## src/rtl/eeprom_rd_pkg.sv

```systemverilog
`timescale 1ns/1ps
package eeprom_rd_pkg;

  typedef enum logic [1:0] {
    SDA_ONE,
    SDA_ZERO,
    SDA_TX,
    SDA_ACK
  } sdaSrc_e;

  typedef enum logic [1:0] {
    TXB_CTLW,
    TXB_ADDR,
    TXB_CTLR
  } txSel_e;

  typedef enum logic [2:0] {
    ST_IDLE,
    ST_START,
    ST_WBYTE,
    ST_WACK,
    ST_RBYTE,
    ST_MACK,
    ST_STOP
  } seqSt_e;

  typedef enum logic [1:0] {
    PH_CTLW,
    PH_ADDR,
    PH_CTLR
  } phase_e;

  typedef struct packed {
    logic    run;
    logic    sclLvl;
    logic    oeLvl;
    sdaSrc_e sdaSrc;
    logic    loadReq;
    logic    loadTx;
    txSel_e  txSel;
    logic    shiftTx;
    logic    sampleRx;
    logic    decCnt;
    logic    emitByte;
  } ctrlStrb_t;

endpackage

```

## src/rtl/eeprom_rd_dp.sv

```systemverilog
`timescale 1ns/1ps
module eeprom_rd_dp
  import eeprom_rd_pkg::*;
#(
  parameter int HALF_CYC = 4,
  parameter int CNT_W = 8,
  parameter logic [6:0] DEV_SEL = 7'h50
) (
  input  logic             clk,
  input  logic             rstN,
  input  ctrlStrb_t        strb,
  input  logic [7:0]       baseAddr,
  input  logic [CNT_W-1:0] byteCount,
  input  logic             sdaIn,
  output logic             stepEnd,
  output logic             lastByte,
  output logic             sclOut,
  output logic             sdaOut,
  output logic             sdaOe,
  output logic [7:0]       rdByte,
  output logic             rdValid
);

  localparam int TW = (HALF_CYC > 1) ? $clog2(HALF_CYC) : 1;
  localparam logic [TW-1:0] HALF_LAST = TW'(HALF_CYC - 1);
  localparam logic [7:0] CTL_WR = {DEV_SEL, 1'b0};
  localparam logic [7:0] CTL_RD = {DEV_SEL, 1'b1};

  logic [TW-1:0]    halfCnt;
  logic [7:0]       baseQ;
  logic [CNT_W-1:0] cntQ;
  logic [7:0]       txShift;
  logic [7:0]       rxShift;
  logic             sdaNext;

  // half-period timer: one step of the bus sequence per wrap
  always_ff @(posedge clk) begin
    if (!rstN || !strb.run) begin
      halfCnt <= '0;
    end else if (halfCnt == HALF_LAST) begin
      halfCnt <= '0;
    end else begin
      halfCnt <= halfCnt + 1'b1;
    end
  end

  assign stepEnd  = strb.run && (halfCnt == HALF_LAST);
  assign lastByte = (cntQ == CNT_W'(1));

  // request latch and remaining-byte counter
  always_ff @(posedge clk) begin
    if (!rstN) begin
      baseQ <= '0;
      cntQ  <= '0;
    end else if (strb.loadReq) begin
      baseQ <= baseAddr;
      cntQ  <= byteCount;
    end else if (strb.decCnt) begin
      cntQ  <= cntQ - 1'b1;
    end
  end

  // transmit shifter, MSB first
  always_ff @(posedge clk) begin
    if (!rstN) begin
      txShift <= '0;
    end else if (strb.loadTx) begin
      case (strb.txSel)
        TXB_CTLW: txShift <= CTL_WR;
        TXB_ADDR: txShift <= baseQ;
        default:  txShift <= CTL_RD;
      endcase
    end else if (strb.shiftTx) begin
      txShift <= {txShift[6:0], 1'b0};
    end
  end

  // receive shifter and byte output
  always_ff @(posedge clk) begin
    if (!rstN) begin
      rxShift <= '0;
      rdByte  <= '0;
      rdValid <= 1'b0;
    end else begin
      if (strb.sampleRx) begin
        rxShift <= {rxShift[6:0], sdaIn};
      end
      if (strb.emitByte) begin
        rdByte <= rxShift;
      end
      rdValid <= strb.emitByte;
    end
  end

  always_comb begin
    case (strb.sdaSrc)
      SDA_ZERO: sdaNext = 1'b0;
      SDA_TX:   sdaNext = txShift[7];
      SDA_ACK:  sdaNext = lastByte;
      default:  sdaNext = 1'b1;
    endcase
  end

  // registered pin drivers: all three move on the same edge
  always_ff @(posedge clk) begin
    if (!rstN) begin
      sclOut <= 1'b0;
      sdaOut <= 1'b1;
      sdaOe  <= 1'b0;
    end else begin
      sclOut <= strb.sclLvl;
      sdaOut <= sdaNext;
      sdaOe  <= strb.oeLvl;
    end
  end

endmodule

```

## src/rtl/eeprom_rd_ctrl.sv

```systemverilog
`timescale 1ns/1ps
module eeprom_rd_ctrl
  import eeprom_rd_pkg::*;
(
  input  logic      clk,
  input  logic      rstN,
  input  logic      startReq,
  input  logic      reqZero,
  input  logic      sdaIn,
  input  logic      stepEnd,
  input  logic      lastByte,
  output ctrlStrb_t strb,
  output logic      done,
  output logic      ackErr
);

  seqSt_e     st;
  phase_e     phase;
  logic [1:0] stepIdx;
  logic [2:0] bitIdx;
  logic       nackSeen;
  logic       errFlag;
  logic [1:0] lastStep;
  logic       stepDone;
  logic       accept;
  logic       highStep;

  assign lastStep = (st == ST_START || st == ST_STOP) ? 2'd3 : 2'd2;
  assign stepDone = stepEnd && (stepIdx == lastStep);
  assign accept   = (st == ST_IDLE) && startReq && !reqZero;
  assign highStep = (stepIdx == 2'd1);

  // per-state pin levels and datapath strobes
  always_comb begin
    strb         = '0;
    strb.run     = (st != ST_IDLE);
    strb.sdaSrc  = SDA_ONE;
    strb.txSel   = TXB_CTLW;
    strb.loadReq = accept;
    case (st)
      ST_START: begin
        strb.oeLvl = 1'b1;
        case (stepIdx)
          2'd0: begin strb.sclLvl = 1'b0; strb.sdaSrc = SDA_ONE;  end
          2'd1: begin strb.sclLvl = 1'b1; strb.sdaSrc = SDA_ONE;  end
          2'd2: begin strb.sclLvl = 1'b1; strb.sdaSrc = SDA_ZERO; end
          default: begin strb.sclLvl = 1'b0; strb.sdaSrc = SDA_ZERO; end
        endcase
        strb.loadTx = stepDone;
        strb.txSel  = (phase == PH_CTLW) ? TXB_CTLW : TXB_CTLR;
      end
      ST_WBYTE: begin
        strb.sclLvl  = highStep;
        strb.oeLvl   = 1'b1;
        strb.sdaSrc  = SDA_TX;
        strb.shiftTx = stepDone && (bitIdx != 3'd7);
      end
      ST_WACK: begin
        strb.sclLvl = highStep;
        strb.loadTx = stepDone && !nackSeen && (phase == PH_CTLW);
        strb.txSel  = TXB_ADDR;
      end
      ST_RBYTE: begin
        strb.sclLvl   = highStep;
        strb.sampleRx = stepEnd && highStep;
        strb.emitByte = stepDone && (bitIdx == 3'd7);
      end
      ST_MACK: begin
        strb.sclLvl = highStep;
        strb.oeLvl  = 1'b1;
        strb.sdaSrc = SDA_ACK;
        strb.decCnt = stepDone;
      end
      ST_STOP: begin
        case (stepIdx)
          2'd0: begin strb.sclLvl = 1'b0; strb.oeLvl = 1'b1; strb.sdaSrc = SDA_ZERO; end
          2'd1: begin strb.sclLvl = 1'b1; strb.oeLvl = 1'b1; strb.sdaSrc = SDA_ZERO; end
          2'd2: begin strb.sclLvl = 1'b1; strb.oeLvl = 1'b0; strb.sdaSrc = SDA_ONE;  end
          default: begin strb.sclLvl = 1'b0; strb.oeLvl = 1'b0; strb.sdaSrc = SDA_ONE; end
        endcase
      end
      default: begin
        strb.sclLvl = 1'b0;
        strb.oeLvl  = 1'b0;
      end
    endcase
  end

  // sequence register
  always_ff @(posedge clk) begin
    if (!rstN) begin
      st       <= ST_IDLE;
      phase    <= PH_CTLW;
      stepIdx  <= '0;
      bitIdx   <= '0;
      nackSeen <= 1'b0;
      errFlag  <= 1'b0;
      done     <= 1'b0;
      ackErr   <= 1'b0;
    end else begin
      done <= 1'b0;
      if (accept) begin
        st      <= ST_START;
        phase   <= PH_CTLW;
        stepIdx <= '0;
        bitIdx  <= '0;
        errFlag <= 1'b0;
        ackErr  <= 1'b0;
      end else if (stepEnd) begin
        if (st == ST_WACK && highStep) begin
          nackSeen <= sdaIn;
        end
        if (!stepDone) begin
          stepIdx <= stepIdx + 1'b1;
        end else begin
          stepIdx <= '0;
          case (st)
            ST_START: begin
              st     <= ST_WBYTE;
              bitIdx <= '0;
            end
            ST_WBYTE: begin
              if (bitIdx == 3'd7) st <= ST_WACK;
              else bitIdx <= bitIdx + 1'b1;
            end
            ST_WACK: begin
              bitIdx <= '0;
              if (nackSeen) begin
                errFlag <= 1'b1;
                st      <= ST_STOP;
              end else begin
                case (phase)
                  PH_CTLW: begin phase <= PH_ADDR; st <= ST_WBYTE; end
                  PH_ADDR: begin phase <= PH_CTLR; st <= ST_START; end
                  default: st <= ST_RBYTE;
                endcase
              end
            end
            ST_RBYTE: begin
              if (bitIdx == 3'd7) st <= ST_MACK;
              else bitIdx <= bitIdx + 1'b1;
            end
            ST_MACK: begin
              bitIdx <= '0;
              st     <= lastByte ? ST_STOP : ST_RBYTE;
            end
            ST_STOP: begin
              st     <= ST_IDLE;
              done   <= 1'b1;
              ackErr <= errFlag;
            end
            default: st <= ST_IDLE;
          endcase
        end
      end
    end
  end

endmodule

```

## src/rtl/eeprom_rd_seq.sv

```systemverilog
`timescale 1ns/1ps
module eeprom_rd_seq
  import eeprom_rd_pkg::*;
#(
  parameter int HALF_CYC = 4,
  parameter int CNT_W = 8,
  parameter logic [6:0] DEV_SEL = 7'h50
) (
  input  logic             clk,
  input  logic             rstN,
  input  logic             startReq,
  input  logic [7:0]       baseAddr,
  input  logic [CNT_W-1:0] byteCount,
  input  logic             sdaIn,
  output logic             sclOut,
  output logic             sdaOut,
  output logic             sdaOe,
  output logic [7:0]       rdByte,
  output logic             rdValid,
  output logic             done,
  output logic             ackErr
);

  ctrlStrb_t strb;
  logic      stepEnd;
  logic      lastByte;
  logic      reqZero;

  assign reqZero = (byteCount == '0);

  eeprom_rd_ctrl uCtrl (
    .clk      (clk),
    .rstN     (rstN),
    .startReq (startReq),
    .reqZero  (reqZero),
    .sdaIn    (sdaIn),
    .stepEnd  (stepEnd),
    .lastByte (lastByte),
    .strb     (strb),
    .done     (done),
    .ackErr   (ackErr)
  );

  eeprom_rd_dp #(
    .HALF_CYC (HALF_CYC),
    .CNT_W    (CNT_W),
    .DEV_SEL  (DEV_SEL)
  ) uDp (
    .clk       (clk),
    .rstN      (rstN),
    .strb      (strb),
    .baseAddr  (baseAddr),
    .byteCount (byteCount),
    .sdaIn     (sdaIn),
    .stepEnd   (stepEnd),
    .lastByte  (lastByte),
    .sclOut    (sclOut),
    .sdaOut    (sdaOut),
    .sdaOe     (sdaOe),
    .rdByte    (rdByte),
    .rdValid   (rdValid)
  );

endmodule

```

## config.mk

```make
export PLATFORM = sky130hd
export DESIGN_NAME = eeprom_rd_seq
export DESIGN_NICKNAME = d
export VERILOG_FILES = /design/src/rtl/eeprom_rd_pkg.sv /design/src/rtl/eeprom_rd_dp.sv /design/src/rtl/eeprom_rd_ctrl.sv /design/src/rtl/eeprom_rd_seq.sv
export SDC_FILE = /design/constraint.sdc
export NUM_CORES = 1
export LEC_CHECK = 0
export ABC_AREA = 1
export BUFFER_PORTS_ARGS = -buffer_cell sky130_fd_sc_hd__buf_2
export CELL_PAD_IN_SITES_DETAIL_PLACEMENT = 0
export CELL_PAD_IN_SITES_GLOBAL_PLACEMENT = 1
export CORE_MARGIN = 2
export CORE_UTILIZATION = 41
export DETAILED_ROUTE_END_ITERATION = 10
export HOLD_SLACK_MARGIN = 0.05
export PLACE_DENSITY_LB_ADDON = 0.1
export SYNTH_ARGS = -nofsm -noshare
export SYNTH_HDL_FRONTEND = slang
export SYNTH_SLANG_ARGS = --single-unit
```

## constraint.sdc

```tcl
create_clock -name clk -period 2 [get_ports clk]
set_input_delay 0.1 -clock clk [delete_from_list [all_inputs] [get_ports clk]]
set_output_delay 0.1 -clock clk [all_outputs]
set_load 0.02 [all_outputs]
```

# Word level (Yosys, flattened, before mapping)
# Cells that the tools add are included.
# classes
add_sub_neg	4
multipliers	0
div_mod_pow	0
magnitude_cmp	0
n_eq_ne	23
shifts	0
n_mux	33
bitwise_logic	5
n_reduce_logical	44
# op_table
operator	count
$mux 8	4
$pmux 3 s2	3
$pmux 8 s2	1
$reduce_and 4->1	4
$pmux 3 s5	1
$eq 3x3->1 const B	4
$mux 3	4
$pmux 4 s3	1
$reduce_bool 2->1	6
$mux 1	11
$logic_and 1x1->1	10
$reduce_or 2->1	5
$eq 2x1->1 const B	4
$eq 2x2->1 const B	4
$eq 8x1->1 const B	1
$logic_not 8->1	1
$pmux 2 s4	1
$reduce_or 4->1	2
$sub 8x1->8 const B	1
$eq 3x2->1 const B	2
$logic_not 2->1	3
$mux 2	3
$ne 3x1->1 const B	2
$pmux 1 s3	2
other kinds (17)	29
# totals
ff_bits	60
latchBits	0
ram_bits	0
romBits	0
input_bits	20
output_inout_bits	14
word_cells	128
memories	0

# Logic depth before layout (Yosys ltp)
# logic_depth
word_depth	11
depth_mapped	13
depth_no_buf	12

# By module
# From an unflattened synthesis, not the netlist that was laid out.
# unflattened
hier_cells	419
area_unflattened_um2	2946.6
# by_module_without_submodules
module	n_inst	cells_per_inst	area_per_inst_um2	seq_area_each_um2
eeprom_rd_dp	1	257	1935.6	920.9
eeprom_rd_ctrl	1	155	984.7	280.3
eeprom_rd_seq	1	7	26.3	0.0

# Worst setup path after synthesis
# Ideal clock, no wire load.
# synth_timing
path_kind	flip-flop to flip-flop
from	register uCtrl.st[1]
to	register uDp.cntQ[0]
setup_ns	0.117
arrival_time_ns	1.548
slack_ns	0.335
stages_incl_launch_ff	11
path_buffers	0
period_less_slack_ns	1.665
cell_sequence	dfxtp_1 inv_1 ha_1 nand2_4 nand3_1 nand2_2 nand3_1 nand2_1 inv_1 nor2_1 nor2_1
# synth_via
elab_chain_cells	7
elab_cells_between_ends	15
# synth_lines
element	line	source
start, declared	eeprom_rd_ctrl.sv:17	seqSt_e st;
start signal, assigned	eeprom_rd_ctrl.sv:145	st <= lastByte ? ST_STOP : ST_RBYTE;
$eq 3x1->1 or $eq 3x3->1 (tied branches)	eeprom_rd_ctrl.sv:28	assign lastStep = (st == ST_START || st == ST_STOP) ? 2'd3 : 2'd2;
$logic_or 1x1->1	eeprom_rd_ctrl.sv:28	
$mux 1	eeprom_rd_ctrl.sv:28	
$eq 2x2->1	eeprom_rd_ctrl.sv:29	assign stepDone = stepEnd && (stepIdx == lastStep);
$logic_and 1x1->1	eeprom_rd_ctrl.sv:29	
$mux 1	eeprom_rd_ctrl.sv:40	case (st)
$reduce_bool 2->1 (no source line)	--	
end signal, assigned	eeprom_rd_dp.sv:57	cntQ <= byteCount;
end signal, assigned	eeprom_rd_dp.sv:59	cntQ <= cntQ - 1'b1;
end, declared	eeprom_rd_dp.sv:31	logic [CNT_W-1:0] cntQ;
# Several ways; a longest one is shown, not always the timed one.
# A chain may end at the register's enable or synchronous reset.

# Final worst setup path
# layout_timing
from	register uCtrl.st[0]
to	register uDp.rdByte[1]
# layout_via
elab_chain_cells	7
elab_cells_between_ends	11
# layout_lines
element	line	source
$eq 3x1->1 or $eq 3x3->1 (tied branches)	eeprom_rd_ctrl.sv:28	
$logic_or 1x1->1	eeprom_rd_ctrl.sv:28	
$mux 1	eeprom_rd_ctrl.sv:28	
$eq 2x2->1	eeprom_rd_ctrl.sv:29	
$logic_and 1x1->1	eeprom_rd_ctrl.sv:29	
$logic_and 1x1->1	eeprom_rd_ctrl.sv:66	strb.emitByte = stepDone && (bitIdx == 3'd7);
$mux 1 (*)	eeprom_rd_ctrl.sv:40	
end signal, assigned	eeprom_rd_dp.sv:89	rdByte <= rxShift;
end, declared	eeprom_rd_dp.sv:20	output logic [7:0] rdByte,
# Every way passes the cells marked *; elsewhere a longest branch is shown, timed or not.

==> results.cfg <==
[floorplan]
fp.coreArea_mm2 = 0.00718
start_util_pct = 41.7
dieArea_mm2 = 0.00800
ios = 34
fp.dieH_um = 89.5
fp-row-count = 31
die_w_um = 89.5

[global_route]
overflow = 0
grt_pass1_wl_um = 11500
groute.usage.overall_pct = 19.0
grt_max_degree = 24
grt_pass1_vias = 2618
antenna_found_initial = 0

[setup_path]
critPathMaxStageDelay_ns = 0.38
path_cells = ha_1 > nand2_4 > nand2_1 > nand2_1 > nand2_2 > nand2_4 > nor2_2 > nand3_1 > a21oi_1
worstPathArrival_ns = 2.11
path_max_fanout = 9
crit_type = flip-flop to flip-flop
slowest_stage = dfxtp_1
cp-end-kind = flip-flop
start_kind = flip-flop
critPathRequiredTime_ns = 2.27

[timing]
fmax_mhz = 544
setup_viol = 0
skew_ns = 0.00989
tightest_slew_ns = 0.324
slew_headroom_pct = 78.4
final.min_clock_period_ns = 1.84
slew_viol_final = 0
finalHoldViolCount = 0
post-route-period-util_pct = 91.9
rsz0062_at_grt = true

[cts]
clock_latency_ns = 0.34
cts_tree = done
clock_sinks = 60
clockBufferDepth = 2
clkTransAtPathRegs_ns = 0.07
cts-root-buf = clkbuf_8
htree_levels = 3
numCtsBuffers = 9

[run]
max_cap_violations = 0

[layout]
stdcell_area_mm2 = 0.00361
fin_cells = 597
drive_gt1_share_pct = 14.9
area_delta_synth_final_pct = 20.6
diodes = 0
nNetsFinal = 525

[detailed_routing]
wl_met1_um = 3510
drtIter0Drc = 93
dr_wl_met3_um = 206
via_per_inst = 4.72
drc_errors = 0
routed-via-count = 2815
top_layer = met4
ant_nets = 0
wl_um = 6890
drt-pass1-iter-count = 4
wl_met2_um = 3050
wire_per_inst_um = 11.5

[logic_synthesis]
ys_ff_latch = 60
yosysWarnings = 0
syn_area_mm2 = 0.00299
syn_area_per_cell_um2 = 6.84
ys_seq_area_share_pct = 40.1
yosysUniqueCellTypes = 28
syn_inst = 438
synth_nets = 470

[min_path]
hold_class = primary input to flip-flop

[power]
p_leak_nw = 1.66
peakVddDrop_v = 0.000376
powerDensity_mw_per_mm2 = 724

[placed_design]
port_buffers = 33
placed_area_mm2 = 0.00333
place.detailed.hpwl_um = 5080
dp.cells = 572
gp_congestion = 0.894

[outcome]
outcome = finished, final reports clean
==> logic make-up (layout without fill, tap and decap cells) <==
logic type,count (synthesis),after routing,share of synthesized area (%)
flops,60,60,40.1
buf+inv,68,128,8.86
simple gates,221,221,32.3
xor+xnor,2,2,0.585
fa+ha+maj,12,12,5.01
compound gates,75,75,13.1
==> worst max-delay path, delay by kind of cell, from the launching register on <==
| kind | cells | cell delay, ns |
|---|---|---|
| fa+ha+maj | 1 | 0.30 |
| simple gates | 7 | 0.94 |
| compound gates | 1 | 0.14 |
| flops | 1 | 0.38 |
==> worst paths after layout <==
path | startpoint | end | slack (ns) | cells past startpoint
hold / removal | sdaIn | uDp.rxShift[0] | 0.07 | 3
setup reg to reg | uCtrl.st[0] | uDp.rdByte[1] | 0.16 | 9
setup / recovery | uCtrl.st[0] | uDp.rdByte[1] | 0.16 | 9
hold reg to reg | uDp.halfCnt[0] | uDp.halfCnt[0] | 0.43 | 1
==> state kept, by name (all words and copies together), names as in the netlist, 2 cells and up <==
| register | count |
|---|---|
| uCtrl.bitIdx | 3 |
| uDp.halfCnt | 2 |
| uCtrl.phase | 2 |
| uCtrl.st | 3 |
| uDp.txShift | 8 |
| uCtrl.stepIdx | 2 |
| uDp.cntQ | 8 |
| uDp.baseQ | 8 |
| uDp.rxShift | 8 |
| uDp.rdByte | 8 |
==> what timing repair did <==
item / 4_1_cts / 5_1_grt
hold buffers: 8 / 0
endpoints found under the hold margin: 8 / 0
buffers inserted: 0 / 1
resized for setup: 0 / 1
setup endpoints to repair: 0 / 19
==> final cells by class <==
class	instances	area [µm²]
fillers	791	3570
multi-input cells	310	1530
flip-flops and latches	60	1200
repair buffers	54	343
inverters	58	218
clock buffers	12	145
well taps	99	124
clock inverters	4	48.8
==> synthesized netlist by cell type (all sizes together) <==
cell type,count,area [µm²]
a21boi,1,7.51
a21oi,40,200
a41oi,1,8.76
buf,3,21.3
clkbuf,7,26.3
clkinv,1,3.75
dfxtp,60,1200
ha,12,150
inv,57,214
nand2,101,407
nand3,46,230
nand3b,3,22.5
nand4,2,12.5
nor2,68,289
o211ai,2,15.0
o21ai,30,154
o31ai,1,7.51
or2,1,6.26
xnor2,1,8.76
xor2,1,8.76
==> routing by layer <==
metal  vias up  track usage, %
met4         0            7.60
met3        11            6.09
met5         -               0
met2        50            30.0
met1      1244            24.0
li1       1510               -
==> power breakdown <==
part	switching (W)	internal (W)	total [W]
logic	0.000172	0.000113	0.000286
clock network	0.000471	0.000608	0.00108
registers	0.0000213	0.00123	0.00125
total	0.000664	0.00195	0.00261
==> metrics by stage <==
stage	utilization (%)	setup TNS (ns)	total power (W)	hold WS [ns]	setup slack, ns
final	50.3	0	0.00261	0.0748	0.161
after global placement	46.3	0	0.00155	0.361	0.152
after global routing	50.3	-0.467	0.00275	0.0989	-0.0725
after CTS	50.2	0	0.00265	0.0601	0.0916
after floorplan	-	0	0.00147	0.238	0.335
after detailed placement	46.3	0	0.00155	0.366	0.113
==> cell usage in the layout (no fill, tap or decap), types with 2 or more instances in the layout <==
cell type,synthesis,layout
nand3b_1,3,3
ha_1,12,12
o21ai_0,29,29
inv_1,55,55
nand3_1,46,46
dlygate4sd3_1,0,8
buf_2,2,33
o211ai_1,2,2
buf_4,0,13
nand2_2,2,3
nor2_4,2,2
nand2_1,96,95
clkinv_2,0,2
nand4_1,2,2
clkbuf_1,7,2
dfxtp_1,60,60
nand2_4,3,3
a21oi_1,40,40
clkbuf_8,0,10
inv_2,2,2
nor2_1,64,64
No activity file was read; power rests on OpenSTA's default activity.
